===== src/rtl/irqc_pkg.sv =====
package irqc_pkg;

    localparam int REG_AW = 12;
    localparam int REG_DW = 32;
    localparam int LANES  = REG_DW / 8;

    // Byte offsets of the register words
    localparam logic [REG_AW-1:0] OFS_EN_SET = 12'h000;
    localparam logic [REG_AW-1:0] OFS_EN_CLR = 12'h080;
    localparam logic [REG_AW-1:0] OFS_PD_SET = 12'h100;
    localparam logic [REG_AW-1:0] OFS_PD_CLR = 12'h180;
    localparam logic [REG_AW-1:0] OFS_PRIO   = 12'h300;

    // Write selects produced by the decoder
    typedef struct packed {
        logic en_set;
        logic en_clr;
        logic pd_set;
        logic pd_clr;
        logic prio_wr;
    } irqc_wsel_t;

    // Source of the read data
    typedef enum logic [1:0] {
        RS_NONE = 2'd0,
        RS_EN   = 2'd1,
        RS_PEND = 2'd2,
        RS_PRIO = 2'd3
    } irqc_rsrc_e;

    // Expands byte strobes into a bit mask
    function automatic logic [REG_DW-1:0] strobe_mask(input logic [LANES-1:0] be);
        logic [REG_DW-1:0] m;
        for (int b = 0; b < LANES; b++) begin
            m[b*8 +: 8] = {8{be[b]}};
        end
        return m;
    endfunction

endpackage


===== src/rtl/irqc_decode.sv =====
module irqc_decode
    import irqc_pkg::*;
#(
    parameter int PRIO_WORDS = 8,
    parameter int WIDX_W     = 3
) (
    input  logic              reg_en,
    input  logic              reg_we,
    input  logic [REG_AW-1:0] reg_addr,
    output irqc_wsel_t        wsel,
    output irqc_rsrc_e        rsrc,
    output logic [WIDX_W-1:0] prio_idx
);
    localparam int WA_W = REG_AW - 2;
    localparam logic [WA_W-1:0] W_EN_SET = OFS_EN_SET[REG_AW-1:2];
    localparam logic [WA_W-1:0] W_EN_CLR = OFS_EN_CLR[REG_AW-1:2];
    localparam logic [WA_W-1:0] W_PD_SET = OFS_PD_SET[REG_AW-1:2];
    localparam logic [WA_W-1:0] W_PD_CLR = OFS_PD_CLR[REG_AW-1:2];
    localparam logic [WA_W-1:0] W_PRIO   = OFS_PRIO[REG_AW-1:2];
    localparam logic [WA_W-1:0] W_PRIO_E = W_PRIO + WA_W'(PRIO_WORDS);

    logic [WA_W-1:0] waddr;
    logic [WA_W-1:0] poff;
    logic            aligned;
    logic            wr;

    assign waddr   = reg_addr[REG_AW-1:2];
    assign aligned = (reg_addr[1:0] == 2'b00);
    assign wr      = reg_en && reg_we && aligned;
    assign poff    = waddr - W_PRIO;

    always_comb begin
        wsel     = '0;
        rsrc     = RS_NONE;
        prio_idx = poff[WIDX_W-1:0];
        if (aligned) begin
            if (waddr == W_EN_SET || waddr == W_EN_CLR) begin
                rsrc = RS_EN;
            end else if (waddr == W_PD_SET || waddr == W_PD_CLR) begin
                rsrc = RS_PEND;
            end else if (waddr >= W_PRIO && waddr < W_PRIO_E) begin
                rsrc = RS_PRIO;
            end
        end
        if (wr) begin
            wsel.en_set  = (waddr == W_EN_SET);
            wsel.en_clr  = (waddr == W_EN_CLR);
            wsel.pd_set  = (waddr == W_PD_SET);
            wsel.pd_clr  = (waddr == W_PD_CLR);
            wsel.prio_wr = (waddr >= W_PRIO && waddr < W_PRIO_E);
        end
    end

endmodule


===== src/rtl/irqc_line_state.sv =====
module irqc_line_state #(
    parameter int NUM_LINES = 32,
    parameter int ID_W      = 5
) (
    input  logic                 clk,
    input  logic                 rst,
    input  logic [NUM_LINES-1:0] en_set_mask,
    input  logic [NUM_LINES-1:0] en_clr_mask,
    input  logic [NUM_LINES-1:0] pd_set_mask,
    input  logic [NUM_LINES-1:0] pd_clr_mask,
    input  logic [NUM_LINES-1:0] irq_req,
    input  logic                 ack_fire,
    input  logic [ID_W-1:0]      ack_id,
    output logic [NUM_LINES-1:0] en_q,
    output logic [NUM_LINES-1:0] pend_q
);
    logic [NUM_LINES-1:0] set_vec;
    logic [NUM_LINES-1:0] clr_vec;
    logic [NUM_LINES-1:0] ack_vec;

    assign ack_vec = ack_fire ? (NUM_LINES'(1) << ack_id) : '0;
    assign set_vec = pd_set_mask | irq_req;
    assign clr_vec = pd_clr_mask | ack_vec;

    always_ff @(posedge clk) begin
        if (rst) begin
            en_q   <= '0;
            pend_q <= '0;
        end else begin
            en_q   <= (en_q & ~en_clr_mask) | en_set_mask;
            pend_q <= (pend_q & ~clr_vec) | set_vec;
        end
    end

    AST_RESET_CLEARS: assert property (@(posedge clk)
        rst |=> (en_q == '0 && pend_q == '0));

    AST_EN_SET_TAKES: assert property (@(posedge clk) disable iff (rst)
        en_set_mask != '0 |=> (en_q & $past(en_set_mask)) == $past(en_set_mask));

    AST_EN_CLR_TAKES: assert property (@(posedge clk) disable iff (rst)
        (en_clr_mask != '0 && en_set_mask == '0) |=> (en_q & $past(en_clr_mask)) == '0);

    AST_SET_WINS: assert property (@(posedge clk) disable iff (rst)
        set_vec != '0 |=> (pend_q & $past(set_vec)) == $past(set_vec));

    AST_ACK_CLEARS: assert property (@(posedge clk) disable iff (rst)
        (ack_fire && !set_vec[ack_id]) |=> !pend_q[$past(ack_id)]);

endmodule


===== src/rtl/irqc_prio_store.sv =====
module irqc_prio_store #(
    parameter int NUM_LINES  = 32,
    parameter int PB         = 2,
    parameter int PRIO_WORDS = 8,
    parameter int WIDX_W     = 3
) (
    input  logic                      clk,
    input  logic                      rst,
    input  logic                      wr_req,
    input  logic [3:0]                wr_be,
    input  logic [WIDX_W-1:0]         widx,
    input  logic [4*PB-1:0]           wfields,
    output logic [NUM_LINES*PB-1:0]   prio_flat,
    output logic [31:0]               rd_word
);
    logic wr_ok;
    assign wr_ok = wr_req && (wr_be == 4'hF);

    for (genvar g = 0; g < NUM_LINES; g++) begin : g_line
        localparam int WORD = g / 4;
        localparam int LANE = g % 4;
        always_ff @(posedge clk) begin
            if (rst) begin
                prio_flat[g*PB +: PB] <= '0;
            end else if (wr_ok && widx == WIDX_W'(WORD)) begin
                prio_flat[g*PB +: PB] <= wfields[LANE*PB +: PB];
            end
        end
    end

    // Read word: stored bits at the top of each lane, the rest zero
    always_comb begin
        rd_word = '0;
        for (int i = 0; i < NUM_LINES; i++) begin
            if (widx == WIDX_W'(i / 4)) begin
                rd_word[(i % 4)*8 + 8 - PB +: PB] = prio_flat[i*PB +: PB];
            end
        end
    end

    AST_PRIO_PARTIAL_IGNORED: assert property (@(posedge clk) disable iff (rst)
        (wr_req && wr_be != 4'hF) |=> $stable(prio_flat));

endmodule


===== src/rtl/irqc_arbiter.sv =====
module irqc_arbiter #(
    parameter int NUM_LINES = 32,
    parameter int PB        = 2,
    parameter int ID_W      = 5
) (
    input  logic                    clk,
    input  logic                    rst,
    input  logic [NUM_LINES-1:0]    en,
    input  logic [NUM_LINES-1:0]    pend,
    input  logic [NUM_LINES*PB-1:0] prio_flat,
    output logic                    valid,
    output logic [ID_W-1:0]         id
);
    logic [PB-1:0] best_p;

    // Strict compare keeps the lower line number on equal priority
    always_comb begin
        valid  = 1'b0;
        id     = '0;
        best_p = '1;
        for (int i = 0; i < NUM_LINES; i++) begin
            if (en[i] && pend[i] && (!valid || prio_flat[i*PB +: PB] < best_p)) begin
                valid  = 1'b1;
                id     = ID_W'(i);
                best_p = prio_flat[i*PB +: PB];
            end
        end
    end

    AST_WINNER_QUALIFIED: assert property (@(posedge clk) disable iff (rst)
        valid |-> (en[id] && pend[id]));

    AST_IDLE_WHEN_NONE: assert property (@(posedge clk) disable iff (rst)
        !valid |-> ((en & pend) == '0 && id == '0));

endmodule


===== src/rtl/irq_ctrl_bank.sv =====
module irq_ctrl_bank
    import irqc_pkg::*;
#(
    parameter int NUM_LINES = 32,
    parameter int PB        = 2
) (
    input  logic                        clk,
    input  logic                        rst,
    input  logic                        reg_en,
    input  logic                        reg_we,
    input  logic [REG_AW-1:0]           reg_addr,
    input  logic [LANES-1:0]            reg_be,
    input  logic [REG_DW-1:0]           reg_wdata,
    output logic [REG_DW-1:0]           reg_rdata,
    input  logic [NUM_LINES-1:0]        irq_req,
    input  logic                        irq_ack,
    output logic                        irq_valid,
    output logic [$clog2(NUM_LINES)-1:0] irq_id
);
    localparam int ID_W       = $clog2(NUM_LINES);
    localparam int PRIO_WORDS = (NUM_LINES + 3) / 4;
    localparam int WIDX_W     = (PRIO_WORDS > 1) ? $clog2(PRIO_WORDS) : 1;

    irqc_wsel_t            wsel;
    irqc_rsrc_e            rsrc;
    logic [WIDX_W-1:0]     prio_idx;
    logic [REG_DW-1:0]     wmask;
    logic [NUM_LINES-1:0]  data_bits;
    logic [NUM_LINES-1:0]  en_q;
    logic [NUM_LINES-1:0]  pend_q;
    logic [NUM_LINES*PB-1:0] prio_flat;
    logic [31:0]           prio_rd;
    logic [4*PB-1:0]       wfields;
    logic                  ack_fire;

    assign wmask     = reg_wdata & strobe_mask(reg_be);
    assign data_bits = wmask[NUM_LINES-1:0];
    assign ack_fire  = irq_ack && irq_valid;

    for (genvar k = 0; k < 4; k++) begin : g_field
        assign wfields[k*PB +: PB] = reg_wdata[k*8 + 8 - PB +: PB];
    end

    irqc_decode #(.PRIO_WORDS(PRIO_WORDS), .WIDX_W(WIDX_W)) i_decode (
        .reg_en   (reg_en),
        .reg_we   (reg_we),
        .reg_addr (reg_addr),
        .wsel     (wsel),
        .rsrc     (rsrc),
        .prio_idx (prio_idx)
    );

    irqc_line_state #(.NUM_LINES(NUM_LINES), .ID_W(ID_W)) i_lines (
        .clk         (clk),
        .rst         (rst),
        .en_set_mask (wsel.en_set ? data_bits : '0),
        .en_clr_mask (wsel.en_clr ? data_bits : '0),
        .pd_set_mask (wsel.pd_set ? data_bits : '0),
        .pd_clr_mask (wsel.pd_clr ? data_bits : '0),
        .irq_req     (irq_req),
        .ack_fire    (ack_fire),
        .ack_id      (irq_id),
        .en_q        (en_q),
        .pend_q      (pend_q)
    );

    irqc_prio_store #(.NUM_LINES(NUM_LINES), .PB(PB), .PRIO_WORDS(PRIO_WORDS),
                      .WIDX_W(WIDX_W)) i_prio (
        .clk       (clk),
        .rst       (rst),
        .wr_req    (wsel.prio_wr),
        .wr_be     (reg_be),
        .widx      (prio_idx),
        .wfields   (wfields),
        .prio_flat (prio_flat),
        .rd_word   (prio_rd)
    );

    irqc_arbiter #(.NUM_LINES(NUM_LINES), .PB(PB), .ID_W(ID_W)) i_arb (
        .clk       (clk),
        .rst       (rst),
        .en        (en_q),
        .pend      (pend_q),
        .prio_flat (prio_flat),
        .valid     (irq_valid),
        .id        (irq_id)
    );

    always_comb begin
        reg_rdata = '0;
        unique case (rsrc)
            RS_EN:   reg_rdata[NUM_LINES-1:0] = en_q;
            RS_PEND: reg_rdata[NUM_LINES-1:0] = pend_q;
            RS_PRIO: reg_rdata = prio_rd;
            default: reg_rdata = '0;
        endcase
    end

endmodule


===== config.mk =====
export PLATFORM = sky130hd
export DESIGN_NAME = irq_ctrl_bank
export DESIGN_NICKNAME = d
export VERILOG_FILES = /design/src/rtl/irqc_pkg.sv /design/src/rtl/irqc_decode.sv /design/src/rtl/irqc_line_state.sv /design/src/rtl/irqc_prio_store.sv /design/src/rtl/irqc_arbiter.sv /design/src/rtl/irq_ctrl_bank.sv
export SDC_FILE = /design/constraint.sdc
export NUM_CORES = 1
export LEC_CHECK = 0
export CAP_MARGIN = 30
export CORE_MARGIN = 2
export CORE_UTILIZATION = 35
export DETAILED_ROUTE_END_ITERATION = 12
export DONT_BUFFER_PORTS = 1
export MAX_ROUTING_LAYER = met4
export PLACE_DENSITY = 0.46
export SYNTH_ARGS = -nofsm -noshare
export SYNTH_HDL_FRONTEND = slang
export SYNTH_HIERARCHICAL = 1
export SYNTH_SLANG_ARGS = --single-unit
export TNS_END_PERCENT = 100

===== constraint.sdc =====
create_clock -name clk -period 8.9 [get_ports clk]
set_clock_uncertainty 0.1 [all_clocks]
set_input_delay 1.78 -clock clk [delete_from_list [all_inputs] [get_ports clk]]
set_output_delay 1.78 -clock clk [all_outputs]
set_load 0.02 [all_outputs]

==> results.tsv, run 1 <==
stage	metric	value	unit
run_status	status	completed	
synthesis	Mapped Cells	1415	
synthesis	most numerous cell in the Yosys netlist	nand2b_1	
worst_setup_path	crit path kind	flop to output port	
synthesis	post-synth top area share	22.1	%
sta	Setup WS post-layout	0.255	ns
finish	Antenna diodes	0	
power	leak pwr	5.39	nW
worst_setup_path	required time worst endpoint	7.02	ns
synthesis	Post-Synth Adder-Cell Area	0.821	%
synthesis	mux share of post-synthesis cell area	13.5	%
worst_setup_path	CP top delay family	compound AO/OA/AOI/OAI gates	
finish	fillcell total	3364	
worst_setup_path	Critical Path Max Stage Delay	0.59	ns
worst_setup_path	Worst Setup Start Kind	flop	
power	Pwr Density	119	nW/um^2
route	routed len/inst	25.0	um
floorplan	core area	32500	um^2
sta	clock period minus final worst setup slack	8.65	ns
worst_hold_path	Min-Delay Path Class	flop to flop	
finish	Post-Route Utilization	38.8	%
floorplan	I/O pin count	123	
worst_setup_path	Crit path arrival time	6.77	ns
clocking	CTS tree	yes	
place	Placed Cells	1790	
power	maximum VDD drop	0.000136	V
floorplan	initial core utilization	35.6	%
clocking	CTS H-tree depth	4	
finish	non-filler instance count after layout	1831	
finish	area occupied by multi-input gates	8440	um^2
finish	nets	1464	
job	Max-Cap Viols	0	
synthesis	synth cell count leaders	nand2b_1, and3_1, dfxtp_1	
synthesis	post-synthesis register bit count	128	
global_routing	largest net degree at the start of global routing	137	
route	Pre-antenna DRT Iters	5	
synthesis	xor-xnor portion of the synthesized cell area	0	%
finish	layout cells sized above 1	14.8	%
sta	Setup violations, final	0	
synthesis	Cell Area, Synth	11600	um^2
clocking	Worst-path clk slew	0.07	ns
clocking	CTS root buf	clkbuf_16	
synthesis	Main synth FF type	dfxtp_1	
global_routing	antenna violations before repair	1	
global_routing	total global-route track usage	27.2	%
route	drc violations	0	
synthesis	Netlist cell types	103	
synthesis	number of enable flip-flop cells after synthesis	0	
place	pre-CTS setup slack	0.399	ns
global_routing	GRT overflow	0	
worst_setup_path	Worst path slowest cell	or4_1	
sta	final period utilization	97.1	%
finish	Register Area	2560	um^2
sta	final hold violations	0	
synthesis	area leader, netlist	dfxtp_1	
synthesis	compound-cell area share of the yosys netlist	23.5	%
route	WL final	45.7	mm
synthesis	Synth warnings	6	
synthesis	ys async rst share	0	%
sta	Slew Limit Fails	0	
finish	area grow syn2layout	8.86	%
floorplan	die height	186	um
sta	measured slew at the worst slew-check pin	1.01	ns
sta	Hold Slack	0.378	ns
global_routing	vias in the first global route	10200	
worst_setup_path	crit path max fanout	7	
synthesis	Post-Synth Simple-Gate Area	32.9	%
place	port bufs	0	
worst_setup_path	worst path bufs/invs	1	
sta	RSZ-0062 raised after global routing	true	
clocking	CTS Sinks	128	
global_routing	first-pass GRT wire length	66.9	mm
clocking	CTS max path bufs	2	
synthesis	sequential fraction of the synthesis area	22.1	%
floorplan	DIE WIDTH	186	um
worst_setup_path	CP endpoint kind	output port	
power	total power draw	0.00150	W
synthesis	Mean Syn Cell Area	8.19	um^2
clocking	worst skew pair latency	0.44	ns
route	DR iter-0 viols	920	
synthesis	largest family of logic cells by synthesized area	simple AND/OR/NAND/NOR gates	
route	routed vias	11000	
sta	fmax	0.116	GHz
floorplan	# rows	66	
place	Final HPWL DP	34.5	mm
route	Final ANT Viol Nets	0	
route	Vias/cell	5.99	
floorplan	Die Area	34600	um^2
synthesis	synth top area cells	dfxtp_1, nand2b_1, and3_1	
clocking	CTS Buf Count	17	
place	routability-driven placement congestion ratio	0.930	
sta	slew margin rel.	32.8	%
## sequential cells by signal, indices dropped and copies added, names as in the netlist
name and cells:
i_lines/pend_q 32, i_lines/en_q 32, i_prio/prio_flat 64
## worst min-delay path: cells and delay by family (launching register included)
kind               cells  cell delay [ns]
and+or+nand+nor        1             0.07
DFF                    1             0.32
AOI/OAI and AO/OA      1             0.05
## per-stage QoR
stage	cell area [um^2]	TNS, ns
floorplan	11700	0
global placement	11800	0
detailed placement	11800	0
CTS	12500	0
global route	12600	-0.330
finish	12600	0
## layout make-up
cell class	count	area share, %
clock buffers	19	3.59
clock inverters	12	1.82
inverters	49	1.46
multi-input cells	1155	66.9
flip-flops and latches	128	20.3
well taps	442	4.38
repair buffers	26	1.55
## layer usage
| metal | GRT usage, % | up-vias | routed length (um) |
|---|---|---|---|
| met4 | 6.02 | 0 | 795 |
| met3 | 5.48 | 45 | 2790 |
| met1 | 34.3 | 5382 | 20100 |
| li1 | - | 5193 | - |
| met5 | - | - | 0 |
| met2 | 44.9 | 347 | 22000 |
## cells in the final DEF (no fill, tap or decap), types with 23 or more instances in the layout
master	netlist	layout
nand2_1	82	80
dfxtp_1	128	127
and3_1	133	133
o21ai_0	44	42
a221oi_2	23	23
conb_1	1	24
mux2i_1	64	64
buf_4	30	26
mux2_4	30	30
a22o_1	32	32
nand2b_1	146	146
nand3_1	35	32
a21oi_1	75	74
inv_1	49	49
nor2_1	94	94
## logic make-up (layout without fill, tap and decap cells)
| family | count (synthesis) | in the layout |
|---|---|---|
| other cells | 1 | 24 |
| simple gates | 648 | 649 |
| mux | 120 | 120 |
| fa+ha+maj | 9 | 9 |
| buf+inv | 156 | 106 |
| flops | 128 | 128 |
| compound gates | 353 | 353 |
## where the power goes
| part | switching [W] | internal [W] |
|---|---|---|
| Combinational | 0.0000238 | 0.0000265 |
| Clock | 0.000303 | 0.000542 |
| Sequential | 0.0000196 | 0.000583 |
| Total | 0.000346 | 0.00115 |
## worst paths after layout
kind	depth (start not counted)	startpoint	endpoint	slack, ns
setup / recovery	26	i_prio/prio_flat[7]$_SDFFE_PP0P_	irq_id[4]	0.25
hold / removal	2	i_lines/en_q[17]$_SDFF_PP0_	i_lines/en_q[17]$_SDFF_PP0_	0.38
setup reg to reg	29	i_prio/prio_flat[7]$_SDFFE_PP0P_	i_lines/pend_q[3]$_SDFF_PP0_	1.32
hold reg to reg	2	i_lines/en_q[17]$_SDFF_PP0_	i_lines/en_q[17]$_SDFF_PP0_	0.38
## timing repair
item | CTS | global route
setup buffers | 2 | 7
cloned | 0 | 1
setup endpoints to repair | 4 | 5
pin swaps | 3 | 11
hold buffers | 0 | 0
gates resized for setup | 2 | 20
Power figures use the tool's default switching activity.
==> inputs of run 2 (changes only) <==
ABC_AREA = 1   (was default)
==> run 2 against run 1 <==
Net effect:
- the run now ends with setup timing left
- clock power fell by 9.6%
- die area fell by 8.5%
- via count rose by 14%
- synthesized area fell by 8.7%
- clock-buffer cell count did not move
- global-route usage fell by 0.34 points
- synthesized cell count rose by 33%
- wire length fell by 9.2%
- largest cell class unchanged
==> results.tsv, run 2 <==
stage	metric	value	unit
clocking	worst skew pair latency	0.44	ns
worst_setup_path	Top cell by count, worst path	nand2_2	
worst_setup_path	crit path kind	flop to output port	
clocking	CTS Hold Bufs	0	
synthesis	largest family of logic cells by synthesized area	simple AND/OR/NAND/NOR gates	
synthesis	post-synth top area share	24.2	%
sta	Slew Limit Fails	0	
place	Final HPWL DP	29.9	mm
route	DR iter-0 viols	909	
synthesis	compound-cell area share of the yosys netlist	8.57	%
clocking	CTS H-tree depth	4	
synthesis	number of enable flip-flop cells after synthesis	0	
sta	final hold violations	0	
finish	Largest register FFs	64	
synthesis	Post-Synth Simple-Gate Area	50.5	%
global_routing	antenna violations before repair	0	
power	Clk pwr share	54.1	%
finish	Antenna diodes	0	
synthesis	synth cell count leaders	nand2_1, nor2_1, nand3_1	
place	routability-driven placement congestion ratio	0.877	
route	routed len/inst	16.3	um
sta	final period utilization	191	%
finish	nets	2234	
clocking	CTS Sinks	128	
sta	measured slew at the worst slew-check pin	0.815	ns
worst_setup_path	Worst path slowest cell	a32oi_1	
floorplan	initial core utilization	35.6	%
route	Final ANT Viol Nets	0	
worst_setup_path	CP top delay family	simple AND/OR/NAND/NOR gates	
synthesis	ys async rst share	0	%
sta	clock period minus final worst setup slack	17.00	ns
power	combinational share of power	4.0	%
worst_setup_path	Critical Path Max Stage Delay	0.46	ns
synthesis	Netlist cell types	40	
power	leak pwr	6.90	nW
floorplan	Die Area	31700	um^2
floorplan	I/O pin count	123	
finish	Register Area	2580	um^2
power	maximum VDD drop	0.000114	V
run_status	status	finished, violations left	
global_routing	vias in the first global route	11600	
power	Pwr Density	99.4	nW/um^2
worst_setup_path	worst path bufs/invs	31	
finish	Top reg by flops	i_prio/prio_flat	
global_routing	largest net degree at the start of global routing	129	
worst_setup_path	crit path max fanout	5	
power	total power draw	0.00141	W
sta	slew margin rel.	45.2	%
clocking	CTS Buf Count	17	
finish	most frequent cells in the layout	nand2_1, nor2_1, buf_4	
synthesis	xor-xnor portion of the synthesized cell area	0	%
power	Sequential Power Share	41.8	%
synthesis	sequential fraction of the synthesis area	24.2	%
sta	Setup WS post-layout	-8.10	ns
worst_hold_path	hold path cells	2	
worst_setup_path	Crit path arrival time	15.12	ns
run_status	failing checks	setup timing	
finish	area grow syn2layout	34.0	%
synthesis	Synth warnings	6	
synthesis	Post-Synth Adder-Cell Area	0.236	%
power	Int Power	0.00107	W
floorplan	die height	178	um
clocking	CTS max path bufs	2	
synthesis	area leader, netlist	dfxtp_1	
worst_setup_path	Worst Setup Start Kind	flop	
floorplan	# rows	63	
clocking	CTS tree	yes	
floorplan	core area	29700	um^2
route	Pre-antenna DRT Iters	7	
finish	layout cells sized above 1	27.3	%
route	drc violations	0	
finish	fillcell total	3149	
synthesis	most numerous cell in the Yosys netlist	nand2_1	
worst_setup_path	Worst path depth	166	
worst_setup_path	required time worst endpoint	7.02	ns
place	port bufs	0	
worst_hold_path	Min-Delay Path Class	flop to flop	
finish	area occupied by multi-input gates	6970	um^2
finish	most common cell after layout, fill and taps aside	nand2_1	
global_routing	GRT overflow	0	
global_routing	first-pass GRT wire length	63.3	mm
job	Max-Cap Viols	0	
synthesis	Main synth FF type	dfxtp_1	
synthesis	Mean Syn Cell Area	5.61	um^2
synthesis	post-synthesis register bit count	128	
sta	RSZ-0062 raised after global routing	true	
global_routing	total global-route track usage	26.9	%
sta	Hold Slack	0.381	ns
worst_setup_path	CP endpoint kind	output port	
power	NetSw	0.000336	W
finish	biggest registers after layout	i_prio/prio_flat (64), i_lines/en_q (32), i_lines/pend_q (32)	
worst_setup_path	r2r worst-path depth	171	
clocking	CTS root buf	clkbuf_16	
power	Switching Fraction	23.9	%
clocking	Worst-path clk slew	0.07	ns
synthesis	mux share of post-synthesis cell area	0	%
route	WL final	41.5	mm
synthesis	Cell Area, Synth	10600	um^2
sta	fmax	0.0588	GHz
route	Vias/cell	4.91	
synthesis	synth top area cells	dfxtp_1, nand2_1, nand3_1	
floorplan	DIE WIDTH	178	um
synthesis	Mapped Cells	1888	
place	pre-CTS setup slack	-7.05	ns
sta	Setup violations, final	38	
route	routed vias	12500	
## run 2: cell count changes in the layout (fill, tap and decap cells not counted), sizes merged, moves of 40 or more
cell	delta
nor2	+241
nand2b	-147
inv	+223
nand2	+465
nand3	+245
a21oi	+51
mux2i	-64
buf	+289
mux2	-40
and3	-133
## run 2: worst paths after layout
path	from	end	slack, ns
max reg2reg	i_prio/prio_flat[3]$_SDFFE_PP0P_	i_lines/pend_q[29]$_SDFF_PP0_	-6.75
min	i_prio/prio_flat[60]$_SDFFE_PP0P_	i_prio/prio_flat[60]$_SDFFE_PP0P_	0.38
max	i_prio/prio_flat[3]$_SDFFE_PP0P_	irq_id[1]	-8.10
min reg2reg	i_prio/prio_flat[60]$_SDFFE_PP0P_	i_prio/prio_flat[60]$_SDFFE_PP0P_	0.38
## run 2: kinds of logic after synthesis
family          after synthesis
compound gates              162
fa+ha+maj                     2
buf+inv                     376
flops                       128
other cells                   1
simple gates               1219
## run 2: timing repair
action	CTS	global route
buffers inserted	62	20
endpoints found under the setup margin	38	38
gates cloned	1	0
pin swaps	17	45
gates resized for setup	84	88
## run 2: area by class of cell
cell class              instances  share of cell area, %
well taps                     390                   3.44
inverters                     277                   7.49
multi-input cells            1407                   49.1
clock buffers                  19                   3.05
clock inverters                13                   1.33
repair buffers                316                   17.4
flip-flops and latches        128                   18.2
## run 2: power groups by stage
stage | registers (W) | clock network (W) | logic, W
floorplan | 0.000602 | 0 | 0.0000658
global placement | 0.000603 | 0 | 0.0000554
detailed placement | 0.000603 | 0 | 0.0000556
CTS | 0.000590 | 0.000770 | 0.0000563
global route | 0.000591 | 0.000801 | 0.0000652
finish | 0.000590 | 0.000764 | 0.0000569
## run 2: worst register-to-register path: cells and delay by family, from the launching register on
family / cells / cell delay, ns
buffers and inverters: 33 / 3.87
and+or+nand+nor: 133 / 10.21
DFF: 1 / 0.36
AOI/OAI and AO/OA: 5 / 1.06
## run 2: metal layers
| layer | track usage (%) | wire length (um) | up-vias |
|---|---|---|---|
| met4 | 7.07 | 826 | 0 |
| met2 | 41.8 | 18900 | 352 |
| met1 | 35.1 | 18800 | 5703 |
| li1 | - | - | 6412 |
| met5 | - | 0 | - |
| met3 | 5.89 | 2940 | 51 |
## run 2: per-stage QoR
stage / instances / TNS, ns / area, um^2 / utilization (%)
after floorplan: 1911 / -178.33 / 10800 / -
after global placement: 2435 / -211.90 / 12300 / 41.5
after detailed placement: 2435 / -233.50 / 12300 / 41.5
after CTS: 2530 / -232.24 / 13800 / 46.3
after global routing: 2550 / -315.50 / 14200 / 47.7
final: 2550 / -254.81 / 14200 / 47.7
==> inputs of run 3 (changes only) <==
PLACE_DENSITY = 0.48   (was 0.46)
clock period = 15.1 ns   (was 8.9 ns; I/O delays follow)
==> run 3 against run 2 <==
Net effect:
- the run still ends with setup timing left
- sequential cell count unchanged
- critical path depth is 12 lower
- die area is the same
- clock-buffer cell count up 1
- sequential share of layout area grew 0.95 points
- design area shrank 5.1%
- combinational power is 46% lower
- wire length decreased by 3.2%
- first-iteration DRC count is 9.6% lower
- sequential power fell by 41%
- setup slack improved by 4.9 ns
- critical endpoint unchanged
==> results.tsv, run 3 (synthesis results as in run 2) <==
stage	metric	value	unit
power	Pwr Density	58.2	nW/um^2
place	Post-DP Area	11600	um^2
floorplan	# rows	63	
worst_setup_path	Top cell by count, worst path	buf_4	
finish	area grow syn2layout	27.2	%
finish	Top reg by flops	i_prio/prio_flat	
route	Final ANT Viol Nets	0	
floorplan	core area	29700	um^2
clocking	CTS Buf Count	17	
clocking	CTS Sinks	128	
finish	Post-Route Utilization	45.3	%
global_routing	largest net degree at the start of global routing	129	
worst_setup_path	Worst path slowest cell	dfxtp_2	
sta	clock period minus final worst setup slack	18.34	ns
floorplan	Die Area	31700	um^2
place	routability-driven placement congestion ratio	0.885	
finish	biggest registers after layout	i_prio/prio_flat (64), i_lines/en_q (32), i_lines/pend_q (32)	
clocking	worst skew pair latency	0.43	ns
place	port bufs	0	
job	Max-Cap Viols	0	
global_routing	antenna violations before repair	0	
floorplan	I/O pin count	123	
run_status	failing checks	setup timing	
worst_setup_path	required time worst endpoint	11.98	ns
sta	Hold Slack	0.385	ns
clocking	CTS H-tree depth	4	
route	routed len/inst	16.1	um
worst_setup_path	Crit. Startpoint	i_lines/en_q[0]$_SDFF_PP0_	
worst_setup_path	R2R Path Start	i_lines/en_q[0]$_SDFF_PP0_	
worst_setup_path	Critical Path Max Stage Delay	0.36	ns
worst_setup_path	crit path kind	flop to output port	
power	leak pwr	6.52	nW
worst_setup_path	CP top delay family	simple AND/OR/NAND/NOR gates	
clocking	CTS root buf	clkbuf_16	
route	drc violations	0	
route	routed vias	12300	
worst_setup_path	CP endpoint kind	output port	
floorplan	DIE WIDTH	178	um
finish	Antenna diodes	0	
sta	measured slew at the worst slew-check pin	0.828	ns
finish	non-filler instance count after layout	2491	
global_routing	total global-route track usage	25.9	%
route	DR iter-0 viols	822	
worst_setup_path	Crit path arrival time	15.22	ns
place	Final HPWL DP	28.5	mm
global_routing	first-pass GRT wire length	61.1	mm
place	Placed Cells	2344	
worst_setup_path	worst path bufs/invs	56	
sta	RSZ-0062 raised after global routing	true	
sta	fmax	0.0545	GHz
worst_setup_path	Worst Setup Start Kind	flop	
finish	most frequent cells in the layout	nand2_1, nor2_1, nand3_1	
sta	Slew Limit Fails	0	
route	Vias/cell	4.92	
worst_setup_path	crit path max fanout	5	
sta	Setup WS post-layout	-3.24	ns
sta	final period utilization	121	%
worst_hold_path	worst hold start	i_prio/prio_flat[62]$_SDFFE_PP0P_	
sta	slew margin rel.	44.4	%
sta	final hold violations	0	
finish	final instance area	13500	um^2
finish	nets	2176	
finish	most common cell after layout, fill and taps aside	nand2_1	
run_status	status	finished, violations left	
clocking	Worst-path clk slew	0.06	ns
route	Pre-antenna DRT Iters	5	
finish	Largest register FFs	64	
clocking	CTS tree	yes	
global_routing	vias in the first global route	11100	
sta	Setup violations, final	37	
clocking	CTS Hold Bufs	0	
global_routing	GRT overflow	0	
power	maximum VDD drop	0.0000748	V
route	WL final	40.2	mm
worst_hold_path	Min-Delay Path Class	flop to flop	
power	total power draw	0.000783	W
floorplan	initial core utilization	35.6	%
floorplan	die height	178	um
finish	layout cells sized above 1	24.6	%
clocking	CTS max path bufs	2	
-- run 3: changes by cell type in the layout (fill, tap and decap cells not counted), sizes merged --
cell	change
bufinv	-2
clkbuf	+1
buf	-57
bufbuf	-1
inv	-2
clkinvlp	+2
-- run 3: repair_timing --
action | in CTS | in global routing
endpoints found under the setup margin | 8 | 37
pin swaps | 9 | 85
buffers inserted | 91 | 25
gates resized for setup | 6 | 124
-- run 3: final timing paths --
| kind | to | slack [ns] | cells after the start |
|---|---|---|---|
| setup / recovery | irq_id[1] | -3.24 | 154 |
| hold / removal | i_prio/prio_flat[62]$_SDFFE_PP0P_ | 0.39 | 2 |
| hold reg to reg | i_prio/prio_flat[62]$_SDFFE_PP0P_ | 0.39 | 2 |
| setup reg to reg | i_lines/pend_q[5]$_SDFF_PP0_ | -0.69 | 161 |
-- run 3: power breakdown --
group	internal (W)	switching, W	total [W]
logic	0.0000110	0.0000196	0.0000306
registers	0.000344	0.00000478	0.000349
clock network	0.000245	0.000159	0.000404
-- run 3: routing by layer --
layer / global-route usage, % / vias up / part of all wire [%] / routed length [um]
met5: - / - / 0 / 0
met4: 7.41 / 0 / 2.0 / 814
met3: 5.51 / 51 / 6.7 / 2680
met2: 40.2 / 343 / 47 / 18700
met1: 33.7 / 5575 / 45 / 18000
li1: - / 6284 / - / -
-- run 3: worst register-to-register path, delay by kind of cell, from the launching register on --
family	cells	cell delay, ns
compound gates	2	0.28
buf+inv	58	7.08
simple gates	101	7.90
flops	1	0.36
-- run 3: final cells by class --
type                       instances  area (um^2)
clock buffer                      20          447
clock inverter                    11          116
multi-input combinational       1407         6830
fill                            3135        16300
tap                              390          488
timing repair buffer             258         1950
sequential                       128         2570
inverter                         277         1060
-- run 3: through the flow --
| stage | setup TNS, ns | worst slack (ns) |
|---|---|---|
| finish | -34.64 | -3.24 |
| detailed placement | -9.82 | -1.97 |
| CTS | -11.67 | -2.34 |
| global placement | -8.00 | -1.61 |
| floorplan | -4.20 | -0.845 |
| global route | -94.87 | -4.77 |
